`config.mk`:
```
export PLATFORM = sky130hd
export DESIGN_NAME = bank_map_ctrl
export DESIGN_NICKNAME = d
export VERILOG_FILES = /design/src/rtl/bank_map_pkg.sv /design/src/rtl/bank_io_decode.sv /design/src/rtl/bank_page_reg.sv /design/src/rtl/bank_mem_map.sv /design/src/rtl/bank_map_ctrl.sv
export SDC_FILE = /design/constraint.sdc
export NUM_CORES = 1
export LEC_CHECK = 0
export ABC_CLOCK_PERIOD_IN_PS = 1100
export BUFFER_PORTS_ARGS = -buffer_cell sky130_fd_sc_hd__buf_2
export CAP_MARGIN = 15
export CORE_MARGIN = 4
export CORE_UTILIZATION = 42
export DETAILED_ROUTE_END_ITERATION = 8
export GPL_TIMING_DRIVEN = 0
export HOLD_SLACK_MARGIN = 0.06
export PLACE_DENSITY = 0.74
export SLEW_MARGIN = 40
export SYNTH_ARGS = -nofsm -noshare
export SYNTH_HDL_FRONTEND = slang
export SYNTH_SLANG_ARGS = --single-unit
```
`constraint.sdc`:
```
create_clock -name clk_i -period 1.1 [get_ports clk_i]
set_input_delay 0.22 -clock clk_i [delete_from_list [all_inputs] [get_ports clk_i]]
set_output_delay 0.22 -clock clk_i [all_outputs]
set_load 0.02 [all_outputs]
```
`src/rtl/bank_map_pkg.sv`:
```
package bank_map_pkg;
  // device groups inside the on-board I/O window, in address order
  typedef enum logic [1:0] {
    GRP_PIO  = 2'd0,
    GRP_UART = 2'd1,
    GRP_RTC  = 2'd2,
    GRP_PAGE = 2'd3
  } io_grp_e;

  localparam int unsigned N_GRP = 4;
endpackage

```
`src/rtl/bank_io_decode.sv`:
```
module bank_io_decode
  import bank_map_pkg::*;
#(
  parameter logic [7:0]  IO_BASE   = 8'h60,
  parameter int unsigned IO_SPAN_W = 5,
  parameter int unsigned GRP_W     = 3
) (
  input  logic [7:0] addr_lo_i,
  input  logic       iorq_ni,
  input  logic       wr_ni,
  output logic       pio_cs_no,
  output logic       uart_cs_no,
  output logic       rtc_cs_no,
  output logic       ram_hit_o,
  output logic       rom_hit_o
);
  localparam int unsigned SEL_W = IO_SPAN_W - GRP_W;

  logic             in_win;
  logic [SEL_W-1:0] grp;
  logic [N_GRP-1:0] grp_sel;
  logic             page_wr;

  assign in_win = !iorq_ni && (addr_lo_i[7:IO_SPAN_W] == IO_BASE[7:IO_SPAN_W]);
  assign grp    = addr_lo_i[IO_SPAN_W-1:GRP_W];

  for (genvar g = 0; g < N_GRP; g++) begin : g_sel
    assign grp_sel[g] = in_win && (grp == SEL_W'(g));
  end

  assign pio_cs_no  = !grp_sel[GRP_PIO];
  assign uart_cs_no = !grp_sel[GRP_UART];
  assign rtc_cs_no  = !grp_sel[GRP_RTC];

  // bit 1 must be clear; bit 0 is a don't-care
  assign page_wr   = grp_sel[GRP_PAGE] && !addr_lo_i[1] && !wr_ni;
  assign ram_hit_o = page_wr && !addr_lo_i[2];
  assign rom_hit_o = page_wr &&  addr_lo_i[2];
endmodule

```
`src/rtl/bank_page_reg.sv`:
```
module bank_page_reg #(
  parameter int unsigned W = 8
) (
  input  logic         clk_i,
  input  logic         rst_ni,
  input  logic         hit_i,
  input  logic [W-1:0] data_i,
  output logic [W-1:0] q_o
);
  logic         hit_q;
  logic [W-1:0] data_q;

  // track data while the strobe is held, commit when it ends
  always_ff @(posedge clk_i or negedge rst_ni) begin
    if (!rst_ni) begin
      hit_q  <= 1'b0;
      data_q <= '0;
      q_o    <= '0;
    end else begin
      hit_q <= hit_i;
      if (hit_i) data_q <= data_i;
      if (hit_q && !hit_i) q_o <= data_q;
    end
  end
endmodule

```
`src/rtl/bank_mem_map.sv`:
```
module bank_mem_map #(
  parameter int unsigned ROM_PAGE_W = 5,
  parameter int unsigned RAM_PAGE_W = 4
) (
  input  logic                  a15_i,
  input  logic                  mreq_ni,
  input  logic                  lo_ram_i,
  input  logic [ROM_PAGE_W-1:0] rom_reg_i,
  input  logic [RAM_PAGE_W-1:0] ram_reg_i,
  output logic [ROM_PAGE_W-1:0] rom_page_o,
  output logic [RAM_PAGE_W-1:0] ram_page_o,
  output logic                  rom_cs_no,
  output logic                  ram_cs_no
);
  logic rom_sel;

  assign rom_sel    = !a15_i && !lo_ram_i;
  assign rom_page_o = rom_reg_i;
  // upper half pins RAM to its top page
  assign ram_page_o = ram_reg_i | {RAM_PAGE_W{a15_i}};
  assign rom_cs_no  = !(!mreq_ni && rom_sel);
  assign ram_cs_no  = !(!mreq_ni && !rom_sel);
endmodule

```
`src/rtl/bank_map_ctrl.sv`:
```
module bank_map_ctrl #(
  parameter int unsigned ROM_PAGE_W = 5,
  parameter int unsigned RAM_PAGE_W = 4,
  parameter int unsigned LO_RAM_BIT = 7,
  parameter logic [7:0]  IO_BASE    = 8'h60,
  parameter int unsigned IO_SPAN_W  = 5,
  parameter int unsigned GRP_W      = 3
) (
  input  logic                  clk_i,
  input  logic                  rst_ni,
  input  logic [15:0]           cpu_addr_i,
  input  logic [7:0]            cpu_data_i,
  input  logic                  mreq_ni,
  input  logic                  iorq_ni,
  input  logic                  wr_ni,
  output logic [ROM_PAGE_W-1:0] rom_page_o,
  output logic [RAM_PAGE_W-1:0] ram_page_o,
  output logic                  rom_cs_no,
  output logic                  ram_cs_no,
  output logic                  pio_cs_no,
  output logic                  uart_cs_no,
  output logic                  rtc_cs_no
);
  localparam int unsigned ROM_REG_W = ROM_PAGE_W + 1;

  logic                  ram_hit, rom_hit;
  logic [ROM_REG_W-1:0]  rom_reg;
  logic [RAM_PAGE_W-1:0] ram_reg;

  bank_io_decode #(
    .IO_BASE(IO_BASE), .IO_SPAN_W(IO_SPAN_W), .GRP_W(GRP_W)
  ) u_dec (
    .addr_lo_i (cpu_addr_i[7:0]),
    .iorq_ni   (iorq_ni),
    .wr_ni     (wr_ni),
    .pio_cs_no (pio_cs_no),
    .uart_cs_no(uart_cs_no),
    .rtc_cs_no (rtc_cs_no),
    .ram_hit_o (ram_hit),
    .rom_hit_o (rom_hit)
  );

  // ROM register keeps the page bits plus the lower-window RAM select
  bank_page_reg #(.W(ROM_REG_W)) u_rom_reg (
    .clk_i (clk_i),
    .rst_ni(rst_ni),
    .hit_i (rom_hit),
    .data_i({cpu_data_i[LO_RAM_BIT], cpu_data_i[ROM_PAGE_W-1:0]}),
    .q_o   (rom_reg)
  );

  bank_page_reg #(.W(RAM_PAGE_W)) u_ram_reg (
    .clk_i (clk_i),
    .rst_ni(rst_ni),
    .hit_i (ram_hit),
    .data_i(cpu_data_i[RAM_PAGE_W-1:0]),
    .q_o   (ram_reg)
  );

  bank_mem_map #(.ROM_PAGE_W(ROM_PAGE_W), .RAM_PAGE_W(RAM_PAGE_W)) u_map (
    .a15_i     (cpu_addr_i[15]),
    .mreq_ni   (mreq_ni),
    .lo_ram_i  (rom_reg[ROM_REG_W-1]),
    .rom_reg_i (rom_reg[ROM_PAGE_W-1:0]),
    .ram_reg_i (ram_reg),
    .rom_page_o(rom_page_o),
    .ram_page_o(ram_page_o),
    .rom_cs_no (rom_cs_no),
    .ram_cs_no (ram_cs_no)
  );
endmodule

```
==> results of run 1 <==
[area by class of cell]
class / instances / area, µm² / share of cell area (%)
plain buffers: 1 / 11.3 / 0.704
multi-input cells: 38 / 537 / 33.5
well taps: 28 / 35.0 / 2.19
clock inverters: 1 / 30.0 / 1.88
inverters: 1 / 3.75 / 0.235
clock buffers: 3 / 22.5 / 1.41
repair buffers: 51 / 410 / 25.6
flip-flops and latches: 22 / 551 / 34.4
[flip-flops by register name, indices dropped and copies added, names as in the netlist]
name	flops
u_ram_reg.hit_q	1
u_rom_reg.hit_q	1
u_ram_reg.data_q	4
u_ram_reg.q_o	4
u_rom_reg.q_o	6
u_rom_reg.data_q	6
[metrics by stage]
stage	total power [mW]	area (µm²)	instances	setup WS (ns)
after global placement	1.01	1270	122	-0.345
after CTS	1.66	1500	138	-0.297
after floorplan	0.930	1080	62	-0.178
final	1.65	1600	145	-0.295
after detailed placement	1.02	1270	122	-0.351
after global routing	1.72	1600	145	-0.337
[cell usage in the layout, fill, tap and decap left out]
| master | count |
|---|---|
| dfrtp_1 | 22 |
| nor2_2 | 1 |
| dlygate4sd3_1 | 1 |
| buf_4 | 15 |
| nand3b_1 | 1 |
| or2_4 | 4 |
| clkbuf_4 | 3 |
| a31oi_4 | 1 |
| or3_4 | 2 |
| buf_2 | 17 |
| and4bb_4 | 1 |
| nand2_1 | 1 |
| nor3_4 | 1 |
| o31ai_4 | 1 |
| mux2_4 | 20 |
| o21bai_1 | 1 |
| buf_6 | 19 |
| inv_2 | 1 |
| bufinv_16 | 1 |
| and4bb_2 | 1 |
| and3_4 | 1 |
| nand4bb_4 | 2 |
[routing by layer]
| layer | vias up | track usage, % | wire length, µm |
|---|---|---|---|
| met3 | 4 | 3.17 | 164 |
| met5 | - | 0 | 0 |
| li1 | 338 | - | - |
| met2 | 31 | 21.9 | 1020 |
| met4 | 0 | 4.97 | 38 |
| met1 | 349 | 17.9 | 899 |
[cell families (layout without fill, tap and decap cells)]
| family | count (synthesis) | count (layout) |
|---|---|---|
| muxes | 20 | 20 |
| and+or+nand+nor | 15 | 15 |
| AOI/OAI and AO/OA | 3 | 3 |
| DFF | 22 | 22 |
| buffers and inverters | 2 | 57 |
[timing repair]
action / 4_1_cts / 5_1_grt
buffers inserted: 11 / 7
gates resized for setup: 27 / 13
endpoints found under the setup margin: 22 / 30
pin swaps: 7 / 3
hold buffers: 1 / 0
hold endpoints to repair: 22 / 0
[power breakdown]
| group | switching (mW) | internal, mW |
|---|---|---|
| Sequential | 0.0112 | 0.828 |
| Combinational | 0.0867 | 0.113 |
| Clock | 0.238 | 0.368 |
| Total | 0.336 | 1.31 |
[worst max path at each step]
stage	start	to	slack, ns
final	u_rom_reg.q_o[5]	rom_cs_no	-0.30
after global routing	u_rom_reg.q_o[5]	rom_cs_no	-0.34
after CTS	u_rom_reg.q_o[5]	rom_cs_no	-0.30
after detailed placement	cpu_addr_i[7]	u_ram_reg.q_o[0]	-0.35
after global placement	cpu_addr_i[7]	u_ram_reg.q_o[0]	-0.35
after floorplan	cpu_addr_i[7]	u_ram_reg.q_o[0]	-0.18
==> impl_metrics.yaml, run 1 <==
timing:
  max_freq_mhz: 717
  slew_violations: 0
  finalHoldViolations: 0
  setup_ws_ns: -0.295
  final-setup-viol-count: 24
  relSlewSlack_pct: 68.2
  rsz0062_at_grt: "yes"
  tns_ns: -1.54
  worst_slew_pin_slew_ns: 0.477
  fin_crit_sh_pct: 127
  clock-skew-final_ns: 0.00774
  timing.hold.ws_ns: 0.139
  finalWorstPathRequiredPeriod_ns: 1.40
synthesis:
  synth-adder-area-share_pct: 0
  synth_area_leaders: "dfrtp_1 54%, mux2_4 15%, mux2_2 11%"
  yosysTopAreaCellShare_pct: 53.6
  synth_compound_area_share_pct: 4.87
  syn_avg_cell_area_um2: 16.6
  syn_area_um2: 1030
  synth_top_cell_by_area: "dfrtp_1"
  ys_seq_elements: 22
  synth.mux.area_fraction_pct: 25.6
  synthXorXnorAreaFrac_pct: 0
  yosys_warnings: 0
  synth_flop_cell: "dfrtp_1"
  synth-simple-area-share_pct: 14.5
  synth.most_common_cell: "dfrtp_1"
  syn_nets: 91
  ys_seq_area_share_pct: 53.6
  synth_commonest_cells: "22 x dfrtp_1, 10 x mux2_2, 10 x mux2_4"
  synth-edff-count: 0
  syn_inst: 62
  ys_types: 20
  synthArstFlopShare_pct: 100
  synth_top_family_by_area: "multiplexers"
grt:
  grt_pass1_vias: 770
  grt_max_degree: 23
  grt_pass1_wl_mm: 3.49
  grt_remaining_overflow: 0
  antenna_found_initial: 0
  track_usage_pct: 13.7
route:
  drt_wl_total_mm: 2.12
  route.antenna.remaining_nets: 0
  initialDrtViolationCount: 11
  firstDrtPassIters: 3
  drcViolationCount: 0
  wl_per_cell_um: 14.6
  num_vias: 722
  vias_per_cell: 4.98
critical_path:
  cpPeakStageDelay_ns: 0.40
  r2r_cells: 4
  critPathSlowestCell: "dfrtp_1"
  worst-path-buf-inv: 1
  crit_path_start_kind: "flip-flop"
  r2r_slack_ns: 0
  cp_cell_sequence: "or3_4 > buf_6"
  cp-end-kind: "output port"
  r2r-start: "u_rom_reg.hit_q"
  crit_fanout: 2
  cp.required_ns: 0.88
  path_delay_family: "flip-flops"
  rr_endpoint: "u_rom_reg.q_o[2]"
  cp.depth: 2
  cp.arrival_ns: 1.18
  crit_type: "flip-flop to output port"
floorplanning:
  initial_core_util_pct: 45.1
  die_w_um: 57.5
  die_y_um: 57.5
  rows: 17
  io_pins: 43
  core_region_area_um2: 2280
  die_area_um2: 3300
worst_hold_path:
  worstHoldStart: "cpu_data_i[4]"
  min_path_type: "input pin to flip-flop"
  hold_depth: 2
  holdPathEnd: "u_rom_reg.data_q[4]"
clock_tree:
  cts_root_buf: "clkbuf_4"
  cts.path.max_buffers: 2
  cts_buffers: 3
  cts_tree: "yes"
  clk_pin_slew_ns: 0.12
  h-tree-depth: 1
  clk_latency_ns: 0.30
  cts.sinks: 22
place:
  hpwl_mm: 1.48
  place.gp.congestion: 0.736
  io_buffer_count: 32
final_layout:
  syn_to_final_growth_pct: 55.8
  drive_above_1_share_pct: 77.8
  final_core_util_pct: 70.3
  antenna_cells: 0
  final_nets: 147
  fillerInstances: 167
power_and_ir_drop:
  peakVddDrop_mv: 0.751
  power_density_nw_per_um2: 1030
  p_leak_nw: 0.802
job:
  cap_violations: 0
outcome:
  violations: "negative setup slack"
  status: "complete, but fails checks"
(Power assumes the default switching activity.)
==> run 2: changes to the inputs <==
--- a/config.mk
+++ b/config.mk
@@ -8,12 +8,14 @@
 export ABC_CLOCK_PERIOD_IN_PS = 1100
 export BUFFER_PORTS_ARGS = -buffer_cell sky130_fd_sc_hd__buf_2
 export CAP_MARGIN = 15
+export CELL_PAD_IN_SITES_DETAIL_PLACEMENT = 0
+export CELL_PAD_IN_SITES_GLOBAL_PLACEMENT = 1
 export CORE_MARGIN = 4
-export CORE_UTILIZATION = 42
+export CORE_UTILIZATION = 33
 export DETAILED_ROUTE_END_ITERATION = 8
 export GPL_TIMING_DRIVEN = 0
 export HOLD_SLACK_MARGIN = 0.06
-export PLACE_DENSITY = 0.74
+export PLACE_DENSITY_LB_ADDON = 0.1
 export SLEW_MARGIN = 40
 export SYNTH_ARGS = -nofsm -noshare
 export SYNTH_HDL_FRONTEND = slang
==> run 2 against run 1 <==
Effect of this change: the run still ends with negative setup slack left; first-iteration DRC count shrank 55%; largest cell class unchanged; non-clock buffer count shrank 6; count of clock-buffer cells in the layout is the same; wire length shrank 8.6%; critical path depth is the same; sequential share of layout area grew 0.24 points; clock skew grew 0.0016 ns; worst hold slack lost 0.0056 ns; global-route usage shrank 3.5 points; critical path type unchanged; register-to-register slack is essentially flat; largest power group unchanged; utilization shrank 15 points; setup slack is essentially flat.
==> impl_metrics.yaml, run 2 (synthesis gave the netlist of run 1 again) <==
timing:
  max_freq_mhz: 717
  fin_crit_sh_pct: 127
  setup_ws_ns: -0.295
  worst_slew_pin_slew_ns: 0.474
  rsz0062_at_grt: "yes"
  relSlewSlack_pct: 68.4
  finalWorstPathRequiredPeriod_ns: 1.40
  final-setup-viol-count: 18
  finalHoldViolations: 0
  clock-skew-final_ns: 0.00932
  slew_violations: 0
route:
  firstDrtPassIters: 2
  wl_per_cell_um: 13.7
  drcViolationCount: 0
  vias_per_cell: 4.82
  route.antenna.remaining_nets: 0
  num_vias: 684
  initialDrtViolationCount: 5
  drt_wl_total_mm: 1.94
floorplanning:
  initial_core_util_pct: 36.0
  die_area_um2: 4070
  io_pins: 43
  die_w_um: 63.8
  die_y_um: 63.8
  rows: 19
  core_region_area_um2: 2850
final_layout:
  antenna_cells: 0
  final_nets: 141
  instances_no_fill: 142
  fillerInstances: 249
  layout_commonest_cell: "dfrtp_1"
  reg_top3: "u_rom_reg.data_q: 6 flops, u_rom_reg.q_o: 6 flops"
  final_core_util_pct: 55.7
  final_cell_mix: "22 x dfrtp_1, 20 x mux2_4, 19 x buf_6"
  drive_above_1_share_pct: 77.5
  syn_to_final_growth_pct: 54.7
grt:
  grt_pass1_wl_mm: 3.29
  antenna_found_initial: 0
  grt_remaining_overflow: 0
  grt_max_degree: 23
  track_usage_pct: 10.1
  grt_pass1_vias: 726
critical_path:
  crit_type: "flip-flop to output port"
  cp-end-kind: "output port"
  r2r_slack_ns: 0
  crit_fanout: 2
  worst-path-buf-inv: 1
  critPathSlowestCell: "dfrtp_1"
  cp.arrival_ns: 1.18
  path_delay_family: "flip-flops"
  crit_path_start_kind: "flip-flop"
  cp.required_ns: 0.88
  cpPeakStageDelay_ns: 0.40
  cp_cell_sequence: "or3_4 > buf_6"
worst_hold_path:
  min_path_type: "input pin to flip-flop"
clock_tree:
  cts.path.max_buffers: 2
  cts_tree: "yes"
  cts_buffers: 3
  clk_pin_slew_ns: 0.13
  cts.sinks: 22
  cts_root_buf: "clkbuf_4"
  h-tree-depth: 1
  clk_latency_ns: 0.31
place:
  io_buffer_count: 32
  placed_cells: 125
  place.gp.congestion: 0.689
power_and_ir_drop:
  power_density_nw_per_um2: 1040
  peakVddDrop_mv: 1.01
  p_leak_nw: 0.779
  power_mw: 1.65
job:
  cap_violations: 0
outcome:
  violations: "negative setup slack"
  status: "complete, but fails checks"
-- run 2: changes by cell type in the layout (fill, tap and decap cells not counted), sizes merged --
cell,change
clkbuf,+1
buf,-7
-- run 2: area by class of cell --
type                    instances  area, µm²  area share (%)
multi-input cells              38        544            34.3
inverters                       1       3.75           0.236
well taps                      31       38.8            2.44
clock inverters                 1       30.0            1.89
flip-flops and latches         22        551            34.6
repair buffers                 46        399            25.1
clock buffers                   3       22.5            1.42
-- run 2: stage by stage --
step	cell area [µm²]	setup slack [ns]	TNS, ns	hold WS [ns]
3_5_place_dp	1270	-0.357	-7.30	0.209
4_1_cts	1490	-0.297	-1.79	0.124
5_1_grt	1590	-0.350	-2.28	0.119
6_report	1590	-0.295	-1.63	0.133
2_1_floorplan	1080	-0.178	-2.88	-0.0756
3_3_place_gp	1270	-0.346	-6.96	0.210
-- run 2: repair_timing --
action | CTS | global route
buffers inserted | 9 | 4
pin swaps | 7 | 4
hold buffers | 1 | 0
endpoints found under the hold margin | 22 | 0
gates resized for setup | 24 | 23
endpoints found under the setup margin | 27 | 27
-- run 2: routing by layer --
| layer | vias up | track usage [%] | wire (µm) |
|---|---|---|---|
| met5 | - | 0 | 0 |
| met4 | 0 | 2.43 | 9 |
| met3 | 2 | 3.85 | 93 |
| met2 | 20 | 17.0 | 972 |
| met1 | 338 | 12.2 | 866 |
| li1 | 324 | - | - |
-- run 2: final timing paths --
| path | startpoint | end | cells after the start |
|---|---|---|---|
| worst max-delay path | u_rom_reg.q_o[5] | rom_cs_no | 2 |
| worst min-delay path | cpu_data_i[7] | u_rom_reg.data_q[5] | 2 |
| worst max register to register | u_rom_reg.hit_q | u_rom_reg.q_o[1] | 4 |
| worst min register to register | u_rom_reg.data_q[4] | u_rom_reg.q_o[4] | 1 |
| max in group asynchronous | rst_ni | u_rom_reg.q_o[2] | 2 |
| min in group asynchronous | rst_ni | u_ram_reg.q_o[3] | 2 |
-- run 2: where the power goes --
group	leakage, nW	internal, mW	switching, mW
logic	0.446	0.119	0.0837
clock network	0.0279	0.368	0.245
registers	0.306	0.828	0.0114
